==> src/rtl/stereo_atten_pkg.sv <==
`timescale 1ns/1ps
package stereo_atten_pkg;
  localparam int NUM_CH = 2;
  typedef enum int {CH_LEFT = 0, CH_RIGHT = 1} ch_e;
endpackage

==> src/rtl/gain_ramp.sv <==
`timescale 1ns/1ps
module gain_ramp #(
  parameter int GAIN_W    = 14,
  parameter int RAMP_STEP = 64
) (
  input  logic              clk_i,
  input  logic              rst_ni,
  input  logic              step_i,
  input  logic [GAIN_W-1:0] target_i,
  output logic [GAIN_W-1:0] gain_o
);
  localparam logic [GAIN_W-1:0] STEP_V   = GAIN_W'(RAMP_STEP);
  localparam logic [GAIN_W-1:0] GAIN_MAX = {GAIN_W{1'b1}};

  logic [GAIN_W-1:0] gain_q, gain_d, up_gap, dn_gap;

  always_comb begin
    up_gap = target_i - gain_q;
    dn_gap = gain_q - target_i;
    gain_d = gain_q;
    if (gain_q < target_i)
      gain_d = (up_gap > STEP_V) ? gain_q + STEP_V : target_i;
    else if (gain_q > target_i)
      gain_d = (dn_gap > STEP_V) ? gain_q - STEP_V : target_i;
  end

  always_ff @(posedge clk_i or negedge rst_ni) begin
    if (!rst_ni)     gain_q <= GAIN_MAX;
    else if (step_i) gain_q <= gain_d;
  end

  assign gain_o = gain_q;
endmodule

==> src/rtl/sample_scaler.sv <==
`timescale 1ns/1ps
module sample_scaler #(
  parameter int DATA_W = 24,
  parameter int GAIN_W = 14
) (
  input  logic              clk_i,
  input  logic              rst_ni,
  input  logic              load_i,
  input  logic [DATA_W-1:0] sample_i,
  input  logic [GAIN_W-1:0] gain_i,
  input  logic              invert_i,
  output logic [DATA_W-1:0] sample_o
);
  localparam int PROD_W = DATA_W + GAIN_W + 1;
  localparam logic [GAIN_W-1:0] GAIN_MAX = {GAIN_W{1'b1}};
  localparam logic [DATA_W-1:0] MOST_NEG = {1'b1, {(DATA_W-1){1'b0}}};
  localparam logic [DATA_W-1:0] MOST_POS = {1'b0, {(DATA_W-1){1'b1}}};

  logic signed [PROD_W-1:0] prod, shifted;
  logic [DATA_W-1:0] scaled, polar, out_q;

  always_comb begin
    prod    = PROD_W'($signed(sample_i)) * $signed({1'b0, gain_i});
    shifted = prod >>> GAIN_W;
    scaled  = (gain_i == GAIN_MAX) ? sample_i : shifted[DATA_W-1:0];
    if (!invert_i)               polar = scaled;
    else if (scaled == MOST_NEG) polar = MOST_POS;  // saturate, no wrap
    else                         polar = -scaled;
  end

  always_ff @(posedge clk_i or negedge rst_ni) begin
    if (!rst_ni)     out_q <= '0;
    else if (load_i) out_q <= polar;
  end

  assign sample_o = out_q;
endmodule

==> src/rtl/silence_detect.sv <==
`timescale 1ns/1ps
module silence_detect #(
  parameter int DATA_W      = 24,
  parameter int ZERO_FRAMES = 1024
) (
  input  logic              clk_i,
  input  logic              rst_ni,
  input  logic              valid_i,
  input  logic [DATA_W-1:0] left_i,
  input  logic [DATA_W-1:0] right_i,
  output logic              zero_o
);
  localparam int CNT_W = $clog2(ZERO_FRAMES + 2);
  localparam logic [CNT_W-1:0] CNT_TOP = CNT_W'(ZERO_FRAMES + 1);

  logic [CNT_W-1:0] cnt_q, cnt_d;
  logic             flag_q;
  logic             quiet;

  assign quiet = (left_i == '0) && (right_i == '0);

  always_comb begin
    if (!quiet)              cnt_d = '0;
    else if (cnt_q < CNT_TOP) cnt_d = cnt_q + 1'b1;
    else                     cnt_d = cnt_q;
  end

  always_ff @(posedge clk_i or negedge rst_ni) begin
    if (!rst_ni) begin
      cnt_q  <= '0;
      flag_q <= 1'b0;
    end else if (valid_i) begin
      cnt_q  <= cnt_d;
      flag_q <= (cnt_d == CNT_TOP);
    end
  end

  assign zero_o = flag_q;
endmodule

==> src/rtl/stereo_atten.sv <==
`timescale 1ns/1ps
module stereo_atten
  import stereo_atten_pkg::*;
#(
  parameter int DATA_W      = 24,
  parameter int GAIN_W      = 14,
  parameter int RAMP_STEP   = 64,
  parameter int ZERO_FRAMES = 1024
) (
  input  logic              clk_i,
  input  logic              rst_ni,
  input  logic              valid_i,
  input  logic [DATA_W-1:0] left_i,
  input  logic [DATA_W-1:0] right_i,
  input  logic [GAIN_W-1:0] vol_left_i,
  input  logic [GAIN_W-1:0] vol_right_i,
  input  logic              mute_pin_i,
  input  logic              soft_mute_i,
  input  logic              invert_i,
  output logic              valid_o,
  output logic [DATA_W-1:0] left_o,
  output logic [DATA_W-1:0] right_o,
  output logic              zero_o
);
  logic [DATA_W-1:0] smp_in  [NUM_CH];
  logic [DATA_W-1:0] smp_out [NUM_CH];
  logic [GAIN_W-1:0] vol_w   [NUM_CH];
  logic [GAIN_W-1:0] gain_w  [NUM_CH];
  logic              muted;
  logic              valid_q;

  assign smp_in[CH_LEFT]  = left_i;
  assign smp_in[CH_RIGHT] = right_i;
  assign vol_w[CH_LEFT]   = vol_left_i;
  assign vol_w[CH_RIGHT]  = vol_right_i;
  assign muted = mute_pin_i | soft_mute_i;

  for (genvar c = 0; c < NUM_CH; c++) begin : g_ch
    logic [GAIN_W-1:0] target;
    assign target = muted ? '0 : vol_w[c];

    gain_ramp #(.GAIN_W(GAIN_W), .RAMP_STEP(RAMP_STEP)) u_ramp (
      .clk_i   (clk_i),
      .rst_ni  (rst_ni),
      .step_i  (valid_i),
      .target_i(target),
      .gain_o  (gain_w[c])
    );

    sample_scaler #(.DATA_W(DATA_W), .GAIN_W(GAIN_W)) u_scale (
      .clk_i   (clk_i),
      .rst_ni  (rst_ni),
      .load_i  (valid_i),
      .sample_i(smp_in[c]),
      .gain_i  (gain_w[c]),
      .invert_i(invert_i),
      .sample_o(smp_out[c])
    );
  end

  silence_detect #(.DATA_W(DATA_W), .ZERO_FRAMES(ZERO_FRAMES)) u_zero (
    .clk_i  (clk_i),
    .rst_ni (rst_ni),
    .valid_i(valid_i),
    .left_i (left_i),
    .right_i(right_i),
    .zero_o (zero_o)
  );

  always_ff @(posedge clk_i or negedge rst_ni) begin
    if (!rst_ni) valid_q <= 1'b0;
    else         valid_q <= valid_i;
  end

  assign valid_o = valid_q;
  assign left_o  = smp_out[CH_LEFT];
  assign right_o = smp_out[CH_RIGHT];
endmodule

==> config.mk <==
export PLATFORM = sky130hd
export DESIGN_NAME = stereo_atten
export DESIGN_NICKNAME = d
export VERILOG_FILES = /design/src/rtl/stereo_atten_pkg.sv /design/src/rtl/gain_ramp.sv /design/src/rtl/sample_scaler.sv /design/src/rtl/silence_detect.sv /design/src/rtl/stereo_atten.sv
export SDC_FILE = /design/constraint.sdc
export NUM_CORES = 2
export LEC_CHECK = 0
export BUFFER_PORTS_ARGS = -buffer_cell sky130_fd_sc_hd__buf_4
export CORE_ASPECT_RATIO = 0.75
export CORE_MARGIN = 8
export CORE_UTILIZATION = 40
export DETAILED_ROUTE_END_ITERATION = 10
export HOLD_SLACK_MARGIN = 0.03
export PLACE_DENSITY = 0.57
export SETUP_SLACK_MARGIN = 0.5
export SLEW_MARGIN = 20
export SYNTH_ARGS = -nofsm -noshare
export SYNTH_HDL_FRONTEND = slang
export SYNTH_SLANG_ARGS = --single-unit
==> constraint.sdc <==
create_clock -name clk_i -period 23.2 [get_ports clk_i]
set_input_delay 2.32 -clock clk_i [delete_from_list [all_inputs] [get_ports clk_i]]
set_output_delay 2.32 -clock clk_i [all_outputs]
set_load 0.01 [all_outputs]
==> flow_summary_export.csv <==
group,metric,value,unit
logic_synthesis,synth_flop_cell,"dfrtp_1",
cts,numCtsBuffers,9,
routing,wl_per_cell,19.1,µm
grt,grt-ovfl-total,0,
worst_setup_path,cpPeakStageDelay,810,ps
floorplan,fp.dieW,350,µm
logic_synthesis,syn_area,0.0334,mm²
cts,postCtsSetupBuffers,0,
worst_setup_path,crit_required,23410,ps
layout,regArea,0.00226,mm²
logic_synthesis,synthArstFlopShare,1.00,
placed_design,hpwl,78000,µm
placed_design,pre_cts_ws,13020,ps
routing,drtPass1Iterations,6,
floorplan,num_io_pins,132,
grt,grt_usage,0.209,
layout,area_growth,6.01,%
worst_setup_path,crit_type,"input port to flop",
sta,timing.hold.ws,502,ps
sta,drv_slew,0,
routing,drtAntennaViolNets,0,
routing,post_drt_via_cell_ratio,5.33,
grt,grt_pass1_wl,156000,µm
logic_synthesis,synth_cells,3943,
sta,rsz0062_at_grt,"false",
cts,cts.clk_slew.worst_paths,70,ps
layout,utilization,0.429,
logic_synthesis,synth-edff-count,0,
worst_setup_path,critPathMaxFanout,16,
placed_design,gp_congestion,0.906,
logic_synthesis,ys_ff_latch,89,
sta,finalHoldViolCount,0,
routing,remaining_drc_errors,0,
floorplan,core,0.0825,mm²
logic_synthesis,syn_nets,4876,
layout,drive_gt1_frac,0.0609,
sta,setup_viol,0,
floorplan,die_h,266,µm
cts,root_buffer,"clkbuf_16",
logic_synthesis,ys_types,104,
cts,tritoncts,"built",
routing,drt_iter0_markers,2010,
floorplan,dieArea,0.0932,mm²
sta,min_period,9900,ps
routing,routed-via-count,26700,
cts,htree_levels,3,
cts,clk_latency,370,ps
logic_synthesis,synth_warnings,0,
sta,relSlewSlack,0.245,
worst_setup_path,cpMaxStageDelayCell,"a2111oi_1",
cts,cts.repair.resized,0,
floorplan,std_cell_rows,91,
grt,grt_max_degree,71,
worst_setup_path,cp_common_cell,"fa_1",
sta,setup_tns,0,ps
sta,fmax,0.101,GHz
layout,most-common-layout-cells,"inv_1 (693), fa_1 (620), nand2_1 (471)",
sta,fin_ws,13300,ps
cts,clock_sinks,89,
worst_setup_path,startpoint_type,"input port",
placed_design,portBuffers,131,
hold_path,min_path_type,"flop to flop",
grt,antenna_found_initial,3,
cts,clockBufferDepth,2,
logic_synthesis,ys_seq_area_frac,0.0677,
job,max_cap_viol_count,0,
logic_synthesis,avgSynthCellArea,8.48,µm²
floorplan,initial_utilization,0.405,
worst_setup_path,crit_path_cell_trace,"buf_4 > nand2_1 > fa_1 > fa_1 > inv_1 > fa_1 > fa_1 > fa_1 > inv_1 > fa_1 > inv_1 > ha_1 > o21ai_1 > a2111oi_1 > o21a_1 > o311ai_0 > a31o_1 > o21ai_1 > nand3b_1 > or3_1 > nor4_4 > nor2_1 > a21oi_1",
worst_setup_path,cp_data_arrival_time,10110,ps
layout,final_nets,4820,
run_status,status,"finished clean",
layout,final_common_cell,"inv_1",
routing,drt_wl_total,95900,µm
sta,skew,12.6,ps
cts,cts_hold_buf,0,
worst_setup_path,cp-end-kind,"flop",
sta,worstMarginPinSlew,1120,ps
sta,min_period_over_period,0.427,
grt,grt_pass1_vias,27400,
layout,num-fill-cells,8282,
layout,multi_input_area,0.0278,mm²
cell usage after synthesis (9+ instances only):
cell type / count / area share
nand2_1: 471 / 0.053
o21bai_1: 15 / 0.0034
nor2b_1: 14 / 0.0026
nand3_1: 56 / 0.0084
or2_2: 10 / 0.0019
mux2i_1: 49 / 0.015
buf_2: 22 / 0.0033
dfrtp_1: 61 / 0.046
xnor2_1: 75 / 0.020
or3_1: 24 / 0.0045
a21o_1: 51 / 0.011
nor3_1: 66 / 0.0099
xor2_1: 35 / 0.0092
fa_1: 620 / 0.37
o211ai_1: 25 / 0.0056
dfstp_2: 28 / 0.022
a211oi_1: 18 / 0.0040
a21oi_1: 162 / 0.024
o21a_1: 29 / 0.0065
o22ai_1: 12 / 0.0022
nand2b_1: 14 / 0.0026
clkbuf_1: 175 / 0.020
a31oi_1: 34 / 0.0064
inv_1: 693 / 0.078
and3_1: 23 / 0.0043
o21ai_1: 16 / 0.0024
nand4_1: 29 / 0.0054
nor2_1: 138 / 0.015
o21ai_0: 115 / 0.017
o31ai_1: 23 / 0.0052
nor4_1: 22 / 0.0041
and2_1: 408 / 0.076
and4_1: 9 / 0.0024
ha_1: 231 / 0.086
metrics by stage:
| step | cells | cell area, µm² |
|---|---|---|
| floorplan | 3943 | 33400 |
| global placement | 4992 | 35100 |
| detailed placement | 4992 | 35100 |
| CTS | 5008 | 35400 |
| global route | 5008 | 35400 |
| finish | 5011 | 35400 |
logic make-up (layout without fill, tap and decap cells):
kind of cell | Yosys count | after routing | synth area share
multiplexers | 53 | 53 | 0.0160
other | 0 | 3 | 0
flip-flops | 89 | 89 | 0.0677
adder cells (fa/ha/maj) | 851 | 851 | 0.458
AND/OR/NAND/NOR | 1325 | 1325 | 0.203
buffers and inverters | 899 | 848 | 0.102
XOR/XNOR | 111 | 111 | 0.0295
AO/OA/AOI/OAI | 615 | 615 | 0.125
layer usage:
| layer | wire (µm) | global-route usage | vias up |
|---|---|---|---|
| met2 | 39100 | 0.297 | 782 |
| met4 | 1090 | 0.0281 | 0 |
| met5 | 0 | 0 | - |
| met1 | 46800 | 0.322 | 13400 |
| met3 | 8960 | 0.0564 | 68 |
| li1 | - | - | 12400 |
critical path, delay by kind of cell:
| family | cells | cell delay, ps |
|---|---|---|
| adder cells (fa/ha/maj) | 7 | 3770 |
| AO/OA/AOI/OAI | 7 | 2090 |
| AND/OR/NAND/NOR | 5 | 1320 |
| buffers and inverters | 4 | 590 |
cell type report:
type,count,area share
multi-input cells,2955,0.785
inverters,694,0.0735
flip-flops and latches,89,0.0638
well taps,1116,0.0394
repair buffers,138,0.0292
clock buffers,9,0.00636
clock inverters,7,0.00282
diodes,3,0.000212
registers in the layout (all words and copies together) (netlist names):
signal,cells
g_ch.u_ramp.gain_o,28
g_ch.u_scale.sample_o,48
u_zero.cnt_q,11
u_zero.zero_o,1
valid_o,1
worst paths after layout:
check	cells past startpoint	to	slack, ps	from
hold reg to reg	2	g_ch[0].u_scale.sample_o[23]	500	g_ch[0].u_scale.sample_o[23]
hold / removal	2	g_ch[0].u_scale.sample_o[23]	500	g_ch[0].u_scale.sample_o[23]
max in group asynchronous	2	u_zero.cnt_q[9]	20080	rst_ni
setup reg to reg	22	g_ch[1].u_scale.sample_o[21]	14490	g_ch[1].u_ramp.gain_o[0]
min in group asynchronous	1	g_ch[0].u_scale.sample_o[21]	1850	rst_ni
setup / recovery	23	g_ch[1].u_scale.sample_o[21]	13300	right_i[23]
Power is not shown: default switching activity piles up to over one toggle a cycle in this logic, so the estimate is an artifact.
